[src/rtl/rmap_pkg.sv]
package rmap_pkg;
  localparam int unsigned DEF_NUM_ARCH = 32;
  localparam int unsigned DEF_PHYS_W   = 6;
  localparam int unsigned DEF_NUM_RD   = 2;
  localparam int unsigned DEF_NUM_CKPT = 4;
  localparam int unsigned DEF_TAG_W    = 4;
endpackage

[src/rtl/rmap_entry.sv]
module rmap_entry #(
  parameter int unsigned     PHYS_W = 6,
  parameter int unsigned     NUM_CKPT = 4,
  parameter logic [PHYS_W-1:0] INIT = '0
) (
  input  logic                clk_i,
  input  logic                rst_ni,
  input  logic                wr_en_i,
  input  logic [PHYS_W-1:0]   wr_data_i,
  input  logic [NUM_CKPT-1:0] save_i,
  input  logic                rest_en_i,
  input  logic [NUM_CKPT-1:0] rest_oh_i,
  output logic [PHYS_W-1:0]   map_o
);
  logic [PHYS_W-1:0] map_q;
  logic [PHYS_W-1:0] shadow_q [NUM_CKPT];
  logic [PHYS_W-1:0] rest_val;

  always_comb begin
    rest_val = '0;
    for (int k = 0; k < NUM_CKPT; k++)
      rest_val |= shadow_q[k] & {PHYS_W{rest_oh_i[k]}};
  end

  // restore has priority over a same-cycle update
  always_ff @(posedge clk_i or negedge rst_ni) begin
    if (!rst_ni)        map_q <= INIT;
    else if (rest_en_i) map_q <= rest_val;
    else if (wr_en_i)   map_q <= wr_data_i;
  end

  for (genvar k = 0; k < NUM_CKPT; k++) begin : g_shadow
    always_ff @(posedge clk_i or negedge rst_ni) begin
      if (!rst_ni)        shadow_q[k] <= INIT;
      else if (save_i[k]) shadow_q[k] <= map_q;
    end

    AST_SHADOW_CAPTURE: assert property (@(posedge clk_i) disable iff (!rst_ni)
      save_i[k] |=> shadow_q[k] == $past(map_q));
  end

  assign map_o = map_q;

  AST_RESTORE_LOADS: assert property (@(posedge clk_i) disable iff (!rst_ni)
    rest_en_i |=> map_q == $past(rest_val));
  AST_IDLE_HOLDS: assert property (@(posedge clk_i) disable iff (!rst_ni)
    (!wr_en_i && !rest_en_i) |=> $stable(map_q));
endmodule

[src/rtl/rmap_slot_ctrl.sv]
module rmap_slot_ctrl #(
  parameter int unsigned NUM_CKPT = 4,
  parameter int unsigned TAG_W    = 4
) (
  input  logic                clk_i,
  input  logic                rst_ni,
  input  logic                ckpt_req_i,
  input  logic [TAG_W-1:0]    ckpt_tag_i,
  input  logic                res_valid_i,
  input  logic                res_mispred_i,
  input  logic [TAG_W-1:0]    res_tag_i,
  output logic                ckpt_stall_o,
  output logic [NUM_CKPT-1:0] save_oh_o,
  output logic                restore_en_o,
  output logic [NUM_CKPT-1:0] restore_oh_o
);
  logic [NUM_CKPT-1:0]             busy_q, busy_d;
  logic [NUM_CKPT-1:0][TAG_W-1:0]  tag_q;
  // older_q[a][b]: slot a was allocated before slot b
  logic [NUM_CKPT-1:0][NUM_CKPT-1:0] older_q;
  logic [NUM_CKPT-1:0] match, hit_oh, free_oh, kill, rel_oh;
  logic hit_any, free_any, full, alloc;

  always_comb begin
    match = '0; hit_oh = '0; free_oh = '0;
    hit_any = 1'b0; free_any = 1'b0;
    for (int k = 0; k < NUM_CKPT; k++) begin
      match[k] = busy_q[k] && (tag_q[k] == res_tag_i);
      if (match[k] && !hit_any) begin hit_oh[k] = 1'b1; hit_any = 1'b1; end
      if (!busy_q[k] && !free_any) begin free_oh[k] = 1'b1; free_any = 1'b1; end
    end
  end

  assign full         = &busy_q;
  assign restore_en_o = res_valid_i && res_mispred_i && hit_any;
  assign restore_oh_o = restore_en_o ? hit_oh : '0;
  assign rel_oh       = (res_valid_i && !res_mispred_i) ? hit_oh : '0;
  assign ckpt_stall_o = ckpt_req_i && (full || restore_en_o);
  assign alloc        = ckpt_req_i && !ckpt_stall_o;
  assign save_oh_o    = alloc ? free_oh : '0;

  always_comb begin
    for (int j = 0; j < NUM_CKPT; j++) begin
      kill[j] = restore_oh_o[j];
      for (int k = 0; k < NUM_CKPT; k++)
        kill[j] = kill[j] | (restore_oh_o[k] & older_q[k][j]);
    end
    busy_d = (busy_q & ~kill & ~rel_oh) | save_oh_o;
  end

  always_ff @(posedge clk_i or negedge rst_ni) begin
    if (!rst_ni) begin
      busy_q  <= '0;
      tag_q   <= '0;
      older_q <= '0;
    end else begin
      busy_q <= busy_d;
      for (int k = 0; k < NUM_CKPT; k++) begin
        if (save_oh_o[k]) begin
          tag_q[k]   <= ckpt_tag_i;
          older_q[k] <= '0;
          for (int j = 0; j < NUM_CKPT; j++)
            older_q[j][k] <= busy_q[j] & ~rel_oh[j];
        end
      end
    end
  end

  AST_SAVE_ONEHOT: assert property (@(posedge clk_i) disable iff (!rst_ni)
    $onehot0(save_oh_o));
  AST_STALL_NO_GROW: assert property (@(posedge clk_i) disable iff (!rst_ni)
    ckpt_stall_o |=> $countones(busy_q) <= $countones($past(busy_q)));
  AST_RESTORE_FREES: assert property (@(posedge clk_i) disable iff (!rst_ni)
    restore_en_o |=> (busy_q & $past(restore_oh_o)) == '0);
  AST_RESOLVE_FREES: assert property (@(posedge clk_i) disable iff (!rst_ni)
    (res_valid_i && !res_mispred_i && hit_any) |=> (busy_q & $past(hit_oh)) == '0);
  AST_STALE_TAG_IDLE: assert property (@(posedge clk_i) disable iff (!rst_ni)
    (res_valid_i && !hit_any && !ckpt_req_i) |=> busy_q == $past(busy_q));
endmodule

[src/rtl/rename_map_ckpt.sv]
module rename_map_ckpt #(
  parameter int unsigned NUM_ARCH = rmap_pkg::DEF_NUM_ARCH,
  parameter int unsigned PHYS_W   = rmap_pkg::DEF_PHYS_W,
  parameter int unsigned NUM_RD   = rmap_pkg::DEF_NUM_RD,
  parameter int unsigned NUM_CKPT = rmap_pkg::DEF_NUM_CKPT,
  parameter int unsigned TAG_W    = rmap_pkg::DEF_TAG_W,
  localparam int unsigned AW      = $clog2(NUM_ARCH)
) (
  input  logic                         clk_i,
  input  logic                         rst_ni,
  input  logic [NUM_RD-1:0][AW-1:0]    rd_arch_i,
  output logic [NUM_RD-1:0][PHYS_W-1:0] rd_phys_o,
  input  logic                         wr_en_i,
  input  logic [AW-1:0]                wr_arch_i,
  input  logic [PHYS_W-1:0]            wr_phys_i,
  input  logic                         ckpt_req_i,
  input  logic [TAG_W-1:0]             ckpt_tag_i,
  output logic                         ckpt_stall_o,
  input  logic                         res_valid_i,
  input  logic                         res_mispred_i,
  input  logic [TAG_W-1:0]             res_tag_i
);
  logic [NUM_CKPT-1:0] save_oh, restore_oh;
  logic                restore_en;
  logic [PHYS_W-1:0]   map_w [NUM_ARCH];

  rmap_slot_ctrl #(.NUM_CKPT(NUM_CKPT), .TAG_W(TAG_W)) i_slot_ctrl (
    .clk_i, .rst_ni,
    .ckpt_req_i, .ckpt_tag_i,
    .res_valid_i, .res_mispred_i, .res_tag_i,
    .ckpt_stall_o,
    .save_oh_o    (save_oh),
    .restore_en_o (restore_en),
    .restore_oh_o (restore_oh)
  );

  for (genvar i = 0; i < NUM_ARCH; i++) begin : g_entry
    rmap_entry #(.PHYS_W(PHYS_W), .NUM_CKPT(NUM_CKPT), .INIT(PHYS_W'(i))) i_entry (
      .clk_i, .rst_ni,
      .wr_en_i   (wr_en_i && (wr_arch_i == AW'(i))),
      .wr_data_i (wr_phys_i),
      .save_i    (save_oh),
      .rest_en_i (restore_en),
      .rest_oh_i (restore_oh),
      .map_o     (map_w[i])
    );
  end

  for (genvar r = 0; r < NUM_RD; r++) begin : g_rd
    assign rd_phys_o[r] = map_w[rd_arch_i[r]];
  end

  AST_STALL_ONLY_ON_REQ: assert property (@(posedge clk_i) disable iff (!rst_ni)
    ckpt_stall_o |-> ckpt_req_i);
endmodule

[config.mk]
export PLATFORM = sky130hd
export DESIGN_NAME = rename_map_ckpt
export DESIGN_NICKNAME = d
export VERILOG_FILES = /design/src/rtl/rmap_pkg.sv /design/src/rtl/rmap_entry.sv /design/src/rtl/rmap_slot_ctrl.sv /design/src/rtl/rename_map_ckpt.sv
export SDC_FILE = /design/constraint.sdc
export NUM_CORES = 1
export LEC_CHECK = 0
export BUFFER_PORTS_ARGS = -buffer_cell sky130_fd_sc_hd__buf_2
export CORE_AREA = 2 2 326 328
export DETAILED_ROUTE_END_ITERATION = 7
export DIE_AREA = 0 0 328 330
export PLACE_DENSITY = 0.7
export SETUP_SLACK_MARGIN = 0.15
export SLEW_MARGIN = 20
export SYNTH_ARGS = -nofsm -noshare
export SYNTH_HDL_FRONTEND = slang
export SYNTH_SLANG_ARGS = --single-unit
[constraint.sdc]
create_clock -name clk_i -period 3.3 [get_ports clk_i]
set_input_delay 0.165 -clock clk_i [delete_from_list [all_inputs] [get_ports clk_i]]
set_output_delay 0.165 -clock clk_i [all_outputs]
set_load 0.01 [all_outputs]
==> flow_metrics.tcl <==
set metrics [dict create \
    drtIter0Drc 4319 \
    syn_avg_cell_area_um2 14.0 \
    async_flop_share_pct 100 \
    syn_area_um2 46800 \
    ys.flop_type "dfrtp_1" \
    worst_pin_slew_ps 1190 \
    setup.worst_path.start "i_slot_ctrl.tag_q[1]" \
    rsz0062_at_grt "no" \
    antenna_found_initial 10 \
    endpoint_kind "flip-flop" \
    p_leak_nw 21.4 \
    yosys.area.top_type "dfrtp_1" \
    grt_max_degree 124 \
    path_clk_slew_ps 60 \
    synth_area_leaders "dfrtp_1, dfstp_2, mux2_2" \
    setup_viol 0 \
    critPathMaxFanout 38 \
    multi_input_comb_area_um2 20100 \
    seq_area_frac_synth_pct 54.2 \
    period_share_pct 91.3 \
    min_path_type "primary input to flip-flop" \
    seq_area_um2 25300 \
    die-width_um 328 \
    dp_hpwl_mm 87.0 \
    placed_cell_area_um2 49100 \
    fin_tns_setup_ps 0 \
    yosys_warnings 0 \
    powerDensity_nw_per_um2 981 \
    synth_top_area_share_pct 31.7 \
    drc 0 \
    arrival_ps 3590 \
    finalNetCount 3368 \
    maxClockFrequency_mhz 332 \
    rows 119 \
    cts_tree "yes" \
    hp-start "wr_phys_i[4]" \
    worstPathRequired_ps 3880 \
    r2r_start "i_slot_ctrl.tag_q[1]" \
    chipHeight_um 330 \
    final_antenna_net_count 0 \
    cts_max_path_buffers 3 \
    finalMaxSlewViolations 0 \
    synth-seq-cells 992 \
    port-buffer-count 47 \
    gp_congestion 0.880 \
    pin_count 48 \
    avgRoutedWirePerCell_um 29.8 \
    final_cell_count_no_fill 4811 \
    grt_usage_pct 26.4 \
    grt_pass1_wl_mm 215 \
    final_area_um2 52800 \
    period_needed_ps 3010 \
    n_fill_cell 8708 \
    core_area_um2 105000 \
    syn-num-nets 3367 \
    status "finished, final reports clean" \
    clock_latency_ps 690 \
    clock-sinks 992 \
    start_util_pct 44.7 \
    synth-edff-count 0 \
    grt-ovfl-total 0 \
    die-area_um2 108000 \
    cts-htree-levels 3 \
    dp_cells 4613 \
    critPathKind "flip-flop to flip-flop" \
    slew_headroom_pct 20.3 \
    skew_ps 36.6 \
    syn_to_final_growth_pct 12.8 \
    numCtsBuffers 98 \
    synth.distinct_cells 54 \
    vias 32200 \
    syn_inst 3332 \
    maxCapViolations 0 \
    wl_mm 143 \
    avgViaCountPerCell 6.69 \
    hold_viol 0 \
    ir_worst_vdd_v 0.000586 \
    dr.pass1.iters 8 \
    clockRootBuffer "clkbuf_16" \
    layout-drive-gt1-share_pct 47.4 \
    critPathLaunchType "flip-flop" \
    grt_pass1_vias 32300 \
]
cells in the final DEF, fill, tap and decap left out, types with 13 or more instances in the layout:
| cell type | n |
|---|---|
| a22oi_1 | 191 |
| a222oi_1 | 191 |
| clkbuf_1 | 26 |
| a21oi_1 | 69 |
| o211ai_1 | 120 |
| bufinv_16 | 13 |
| clkbuf_16 | 103 |
| buf_2 | 43 |
| clkinv_2 | 15 |
| o22a_1 | 121 |
| mux2i_1 | 67 |
| buf_4 | 97 |
| clkbuf_8 | 24 |
| mux2_1 | 79 |
| nor2_1 | 46 |
| mux4_2 | 120 |
| buf_12 | 49 |
| mux2_2 | 675 |
| nand2_1 | 182 |
| dfstp_2 | 400 |
| mux2_4 | 45 |
| o21ai_0 | 14 |
| dfrtp_1 | 592 |
synth_stat cells (all sizes together) (4+ instances only):
cell,number
mux2,799
dfrtp,592
dfstp,400
a222oi,191
a22oi,191
nand2,182
clkbuf,158
buf,138
o22a,121
mux4,120
o211ai,120
a21oi,69
mux2i,67
nor2,50
o21ai,14
nand3,13
nand2b,12
and2,10
xnor2,10
nor3,8
o31ai,8
nand4,7
xor2,6
a22o,5
nor2b,5
a31o,4
cell families (layout without fill, tap and decap cells):
kind of cell,Yosys count,in the layout,share of synthesized area (%)
xor gates and xnor gates,16,16,0.300
muxes,986,986,26.8
and+or+nand+nor,301,301,2.83
buffers and inverters,298,385,3.04
AOI/OAI and AO/OA,739,739,12.8
other,0,1,0
DFF,992,992,54.2
layout make-up:
cell class                 count  share of cell area [%]
tap                         1391                    3.30
timing repair buffer         197                    3.81
inverter                       2                  0.0142
sequential                   992                    48.0
multi-input combinational   2042                    38.2
clock buffer                 153                    5.70
antenna                        1                 0.00474
clock inverter                33                    1.01
routing by layer:
| layer | wire, um | share of wire (%) | track usage (%) |
|---|---|---|---|
| met1 | 58400 | 41 | 37.2 |
| met2 | 63900 | 45 | 39.5 |
| met3 | 14900 | 10 | 5.79 |
| met4 | 6030 | 4.2 | 11.1 |
| met5 | 56 | 0.039 | 0 |
timing repair:
| item | CTS | global route |
|---|---|---|
| pin swaps | 2 | 2 |
| hold endpoints to repair | 88 | 0 |
| setup endpoints to repair | 1 | 1 |
| setup buffers | 2 | 2 |
| hold buffers | 7 | 0 |
| gates resized for setup | 5 | 1 |
sequential cells by signal, indices dropped and copies added, names as in the netlist:
| signal | cells |
|---|---|
| g_entry.i_entry.map_o | 192 |
| i_slot_ctrl.tag_q | 16 |
| i_slot_ctrl.older_q | 12 |
| i_slot_ctrl.busy_q | 4 |
| g_entry.i_entry.shadow_q | 768 |
report_power, final:
group	leakage (nW)	switching (mW)	internal [mW]
sequential	11.7	4.61	19.5
combinational	8.00	7.04	8.39
clock	1.74	4.92	7.29
total	21.4	16.6	35.2
final timing paths:
kind	endpoint	slack, ps	depth (start not counted)
worst max-delay path	i_slot_ctrl.busy_q[1]	290	9
worst min-delay path	g_entry[20].i_entry.map_o[4]	50	3
worst max register to register	i_slot_ctrl.busy_q[1]	290	9
worst min register to register	g_entry[30].i_entry.map_o[2]	480	2
max in group asynchronous	g_entry[13].i_entry.shadow_q[1]	1930	3
min in group asynchronous	g_entry[30].i_entry.shadow_q[17]	130	2
stage by stage:
stage	worst slack (ps)	utilization (%)	hold WS (ps)	power (mW)
after detailed placement	275	46.9	263	39.3
after global placement	307	46.9	264	38.6
after floorplan	1020	-	-131	33.9
final	287	50.4	48.9	51.7
after CTS	181	50.4	10.1	51.6
after global routing	195	50.4	38.7	54.1
worst max-delay path, cell delays in order, from the launching register on:
cell      delay [ps]
dfrtp_1          390
xor2_1           170
nor3_2           110
buf_4            150
and3_1           250
buf_4            180
nor2_4           870
buf_12           380
a221oi_1         130
a31o_2           260
Power figures use the tool's default switching activity.
